==> src/rtl/pcmdsd_rx.sv <==
module pcmdsd_rx #(
  parameter int W = 32
) (
  input  logic         clk,
  input  logic         rst_n,
  input  logic         dsd_mode,
  input  logic [2:0]   fmt,
  input  logic         dsd_fall,
  input  logic         swap,
  input  logic         mono,
  input  logic         mono_sel,
  input  logic         sclk_in,
  input  logic         wclk_in,
  input  logic         sdat_in,
  output logic [W-1:0] out_l,
  output logic [W-1:0] out_r,
  output logic         out_valid
);

  localparam int CW  = $clog2(W) + 1;
  localparam int DCW = $clog2(W);
  localparam logic [CW-1:0]  CMAX = '1;
  localparam logic [CW-1:0]  WV   = CW'(W);
  localparam logic [DCW-1:0] DLST = DCW'(W - 1);

  // line synchronizers; all three lines share the same depth
  logic [2:0] sck;
  logic [1:0] wck, sdt;

  always_ff @(posedge clk or negedge rst_n)
    if (!rst_n) begin
      sck <= '0;
      wck <= '0;
      sdt <= '0;
    end else begin
      sck <= {sck[1:0], sclk_in};
      wck <= {wck[0], wclk_in};
      sdt <= {sdt[0], sdat_in};
    end

  logic rise, fall, wbit, dbit;
  assign rise = sck[1] & ~sck[2];
  assign fall = ~sck[1] & sck[2];
  assign wbit = wck[1];
  assign dbit = sdt[1];

  // any configuration change flushes partial words
  logic [4:0] cfg_q;
  logic       flush;
  assign flush = ({dsd_fall, dsd_mode, fmt} != cfg_q);

  always_ff @(posedge clk or negedge rst_n)
    if (!rst_n) cfg_q <= '0;
    else        cfg_q <= {dsd_fall, dsd_mode, fmt};

  // format decode
  logic          i2s;
  logic [CW-1:0] wlen;
  assign i2s = (fmt >= 3'd3);

  always_comb
    case (fmt)
      3'd0, 3'd3: wlen = CW'(16);
      3'd1, 3'd4: wlen = CW'(24);
      default:    wlen = CW'(32);
    endcase

  // PCM deserializer
  logic          wp1, wp2, started, left_ok;
  logic [1:0]    seen;
  logic [CW-1:0] cnt, idx;
  logic [W-1:0]  sh, sh_nx, lhold, aligned;
  logic          pedge, hist_ok, eff_w, eff_p, trans, take, cap, done, ch_r;

  assign pedge   = rise & ~dsd_mode;
  assign hist_ok = i2s ? (seen == 2'd2) : (seen != 2'd0);
  assign eff_w   = i2s ? wp1 : wbit;
  assign eff_p   = i2s ? wp2 : wp1;
  assign trans   = hist_ok & (eff_w ^ eff_p);
  assign idx     = trans ? '0 : cnt;
  assign take    = pedge & (trans | started);
  assign cap     = take & (idx < wlen);
  assign done    = cap & (idx == wlen - 1'b1);
  assign ch_r    = i2s ? eff_w : ~eff_w;
  assign sh_nx   = {sh[W-2:0], dbit};
  assign aligned = sh_nx << (WV - wlen);

  always_ff @(posedge clk or negedge rst_n)
    if (!rst_n) begin
      wp1     <= 1'b0;
      wp2     <= 1'b0;
      seen    <= '0;
      started <= 1'b0;
      cnt     <= '0;
      sh      <= '0;
      lhold   <= '0;
      left_ok <= 1'b0;
    end else if (flush) begin
      seen    <= '0;
      started <= 1'b0;
      cnt     <= '0;
      left_ok <= 1'b0;
    end else if (pedge) begin
      wp1 <= wbit;
      wp2 <= wp1;
      if (seen != 2'd2) seen <= seen + 2'd1;
      if (take) begin
        started <= 1'b1;
        cnt     <= (idx == CMAX) ? CMAX : idx + 1'b1;
      end
      if (cap) sh <= sh_nx;
      if (done && !ch_r) begin
        lhold   <= aligned;
        left_ok <= 1'b1;
      end
      if (done && ch_r) left_ok <= 1'b0;
    end

  // DSD packer
  logic [W-1:0]   dl, dr, dl_nx, dr_nx;
  logic [DCW-1:0] dcnt;
  logic           dedge, ddone;

  assign dedge = dsd_mode & (dsd_fall ? fall : rise);
  assign ddone = dedge & (dcnt == DLST);
  assign dl_nx = {dl[W-2:0], dbit};
  assign dr_nx = {dr[W-2:0], wbit};

  always_ff @(posedge clk or negedge rst_n)
    if (!rst_n) begin
      dl   <= '0;
      dr   <= '0;
      dcnt <= '0;
    end else if (flush) begin
      dcnt <= '0;
    end else if (dedge) begin
      dl   <= dl_nx;
      dr   <= dr_nx;
      dcnt <= ddone ? '0 : dcnt + 1'b1;
    end

  // output stage
  logic         emit;
  logic [W-1:0] src_l, src_r, msrc;
  assign emit  = ~flush & (ddone | (done & ch_r & left_ok));
  assign src_l = dsd_mode ? dl_nx : lhold;
  assign src_r = dsd_mode ? dr_nx : aligned;
  assign msrc  = mono_sel ? src_r : src_l;

  always_ff @(posedge clk or negedge rst_n)
    if (!rst_n) begin
      out_valid <= 1'b0;
      out_l     <= '0;
      out_r     <= '0;
    end else begin
      out_valid <= emit;
      if (emit) begin
        if (mono) begin
          out_l <= msrc;
          out_r <= msrc;
        end else if (swap) begin
          out_l <= src_r;
          out_r <= src_l;
        end else begin
          out_l <= src_l;
          out_r <= src_r;
        end
      end
    end

endmodule

==> config.mk <==
export PLATFORM = sky130hd
export DESIGN_NAME = pcmdsd_rx
export DESIGN_NICKNAME = d
export VERILOG_FILES = /design/src/rtl/pcmdsd_rx.sv
export SDC_FILE = /design/constraint.sdc
export NUM_CORES = 1
export LEC_CHECK = 0
export ABC_AREA = 1
export BUFFER_PORTS_ARGS = -buffer_cell sky130_fd_sc_hd__buf_2
export CORE_MARGIN = 2
export CORE_UTILIZATION = 31
export DETAILED_ROUTE_END_ITERATION = 10
export SYNTH_ARGS = -nofsm -noshare
export SYNTH_HDL_FRONTEND = slang
export SYNTH_SLANG_ARGS = --single-unit
export TNS_END_PERCENT = 5
==> constraint.sdc <==
create_clock -name clk -period 3.11 [get_ports clk]
set_clock_uncertainty 0.05 [all_clocks]
set_input_delay 0.1555 -clock clk [delete_from_list [all_inputs] [get_ports clk]]
set_output_delay 0.1555 -clock clk [all_outputs]
set_load 0.01 [all_outputs]
==> impl_metrics.toml <==
[detailed_routing]
drt_iter0_drc = 902
viasPerCell = 4.957
drt-wirelength-per-cell_um = 14.63
routed_wl_mm = 31.14
num_vias = 10550
drc = 0
antenna_left = 0
dr.pass1.iters = 6

[final_layout]
area_growth_pct = 15.34
nets = 1657
antenna_cells_inserted = 0
drive_gt1_frac = 0.1082
finalInstanceArea_mm2 = 0.01345
fillers = 3914

[yosys]
synth_seq_cells = 219
synth_warnings = 0
avgSynthCellArea_um2 = 7.300
synth_cell_types = 33
syn_area_mm2 = 0.01166
postSynthNetCount = 1617
yosysTopAreaCell = "dfrtp_1"
synth.top_cell.area_share = 0.4701
yosysSeqAreaShare = 0.4701
syn_inst = 1597
synth_top_cells_by_area = "dfrtp_1, nand2_1, nand3_1, o21ai_0, inv_1"

[place]
gp_congestion = 0.8371
dpl.hpwl_mm = 21.20
numPortBuffers = 77
pre_cts_ws_ns = 0.2813
placedInstanceArea_mm2 = 0.01246

[global_routing]
grt_pass1_wl_mm = 51.18
antenna_found_initial = 0
grt_pass1_vias = 9833
grtUsageTotal = 0.1600
grt_remaining_overflow = 0
grt_max_degree = 120

[power]
power_density_mw_per_mm2 = 529.5
power_mw = 7.119
power.internal_mw = 5.189
comb_power_share = 0.130
netSwitchingFraction = 0.2711
pwr-share-clk = 0.436
leakagePower_nw = 6.964
peakVddDrop_mv = 0.3756
switchingPower_mw = 1.930
power_frac_seq = 0.435

[worst_setup_path]
cp_slowest_cell = "dlygate4sd3_1"
critPathArrivalTime_ns = 3.25
r2r-end = "out_l[0]"
cpPeakStageDelay_ns = 0.54
r2r_slack_ns = 0.35
start_kind = "input pin"
critical_path.cell_chain = "dlygate4sd3_1 -> buf_2 -> nand2_1 -> nand2_1 -> o21ai_0 -> nand2_2 -> nand2_1 -> inv_1 -> ha_1 -> a21oi_1 -> nand2_1 -> nor2_4 -> buf_4 -> nand3_2 -> nand2_2 -> buf_12 -> nand2_1 -> nand2_1"
crit_type = "in -> reg"
r2r_cells = 17
cp_common_cell = "nand2_1"
path_delay_family = "simple AND/OR/NAND/NOR gates"
rr_startpoint = "wck[1]"
path_max_fanout = 65
worstPathRequired_ns = 3.52
end_kind = "flip-flop"
cp_num_buf_inv = 5

[floorplan]
rows = 71
die_y_um = 197.9
io_pins = 78
die_area_mm2 = 0.03917
start_util = 0.3124
fp.dieW_um = 197.9
coreArea_mm2 = 0.03731

[clock_tree]
h-tree-depth = 1
cts_sinks = 219
clkSlewWorstSetupHoldPaths_ns = 0.05
clk_path_buf_depth = 3
cts_tree = "done"
cts_buffers = 26
clkLatencyLatePin_ns = 0.54
post_cts_resized = 0
cts_root_buf = "clkbuf_16"

[timing]
finalCritPeriodShare = 0.9137
setup_ws_ns = 0.2683
fin_tns_setup_ns = 0
min_period_ns = 2.842
drv_slew = 0
slew_headroom = 0.3791
fmax_ghz = 0.3519
tightest_slew_ns = 0.9303
hold_viol_final = 0
rsz0062_at_grt = "yes"
setup_viol = 0

[status]
status = "finished clean"

[flow_run]
drv_cap = 0

[worst_hold_path]
hp-class = "in -> async"
[how the worst max path moves through the flow]
stage | start | endpoint | slack [ns] | cells past startpoint
finish | fmt[0] | out_l[0] | 0.27 | 18
global placement | fmt[0] | out_l[0] | 0.31 | 17
detailed placement | fmt[0] | lhold[3] | 0.28 | 16
global route | fmt[0] | lhold[25] | -0.04 | 16
CTS | fmt[0] | lhold[7] | 0.27 | 17
floorplan | wck[1] | lhold[10] | 0.87 | 16
[placed cells by master (no fill, tap or decap), drive strengths merged]
cell type,n
a32o,1
ha,7
clkinv,7
xor2,4
inv,109
dfrtp,219
dlygate4sd3,9
nand4,16
nor3,4
mux2i,4
o21ai,206
o21bai,11
or2,18
clkbuf,36
nand3,204
buf,106
o22ai,1
o211ai,12
a21oi,26
nand3b,1
nand2,589
xnor2,2
a22o,1
nor2,58
bufinv,3
[registers in the layout, indices dropped and copies added, names as in the netlist, 5 cells and up]
signal	cells
lhold	32
out_l	32
out_r	32
dl	31
dr	31
sh	31
cnt	6
cfg_q	5
dcnt	5
[what timing repair did]
item / 4_1_cts / 5_1_grt
buffers inserted: 0 / 3
hold buffers: 9 / 0
endpoints found under the setup margin: 0 / 64
endpoints found under the hold margin: 77 / 0
[worst register-to-register path, stage by stage (launching register included)]
cell and delay, ns:
dfrtp_1 0.38, nand3_1 0.13, nand2_1 0.09, nand2_1 0.05
nand2_1 0.06, nand2_2 0.13, nand2_1 0.12, inv_1 0.06
ha_1 0.29, a21oi_1 0.15, nand2_1 0.10, nor2_4 0.13
buf_4 0.19, nand3_2 0.15, nand2_2 0.11, buf_12 0.23
nand2_1 0.17, nand2_1 0.07
[logic make-up after synthesis]
| kind of cell | share of synthesized area |
|---|---|
| muxes | 0.003435 |
| xor gates and xnor gates | 0.004508 |
| AOI/OAI and AO/OA | 0.1169 |
| adders and majority gates | 0.007513 |
| and+or+nand+nor | 0.3189 |
| DFF | 0.4701 |
| buffers and inverters | 0.07867 |
[synthesized netlist by cell type, drive strengths merged]
master  number
nand2      589
dfrtp      219
o21ai      206
nand3      204
inv        107
nor2        58
clkbuf      56
buf         47
a21oi       26
or2         18
nand4       16
o211ai      12
o21bai      11
ha           7
mux2i        4
nor3         4
xor2         4
clkinv       3
xnor2        2
a22o         1
a32o         1
nand3b       1
o22ai        1
[final cells by class]
class / count / area, um^2 / area share
Clock inverter: 9 / 135.1 / 0.01005
Sequential cell: 219 / 5480 / 0.4076
Timing Repair Buffer: 115 / 803.3 / 0.05974
Clock buffer: 36 / 738.2 / 0.05490
Tap cell: 474 / 593.1 / 0.04411
Inverter: 110 / 412.9 / 0.03071
Multi-Input combinational cell: 1165 / 5283 / 0.3929
[power groups by stage]
stage / registers (mW) / clock network (mW) / logic (mW)
final: 3.09 / 3.10 / 0.923
after global routing: 3.11 / 3.30 / 1.06
after CTS: 3.09 / 3.17 / 0.923
after detailed placement: 3.14 / 0 / 0.911
after global placement: 3.14 / 0 / 0.890
after floorplan: 3.12 / 0 / 0.613
[metrics by stage]
stage                     cells  hold WS, ns    util
after CTS                  2125       0.1006  0.3598
after global routing       2128       0.1206  0.3604
final                      2128      0.07372  0.3604
after floorplan            1597      -0.1901       -
after detailed placement   2071      0.06797  0.3339
after global placement     2071      0.07931  0.3339
[metal layers]
layer	track usage	up-vias	part of all wire
met5	0	-	0
met4	0.04372	0	0.022
met3	0.02453	53	0.048
met2	0.2454	290	0.43
met1	0.2335	4955	0.50
li1	-	5250	-
Power figures use the tool's default switching activity.
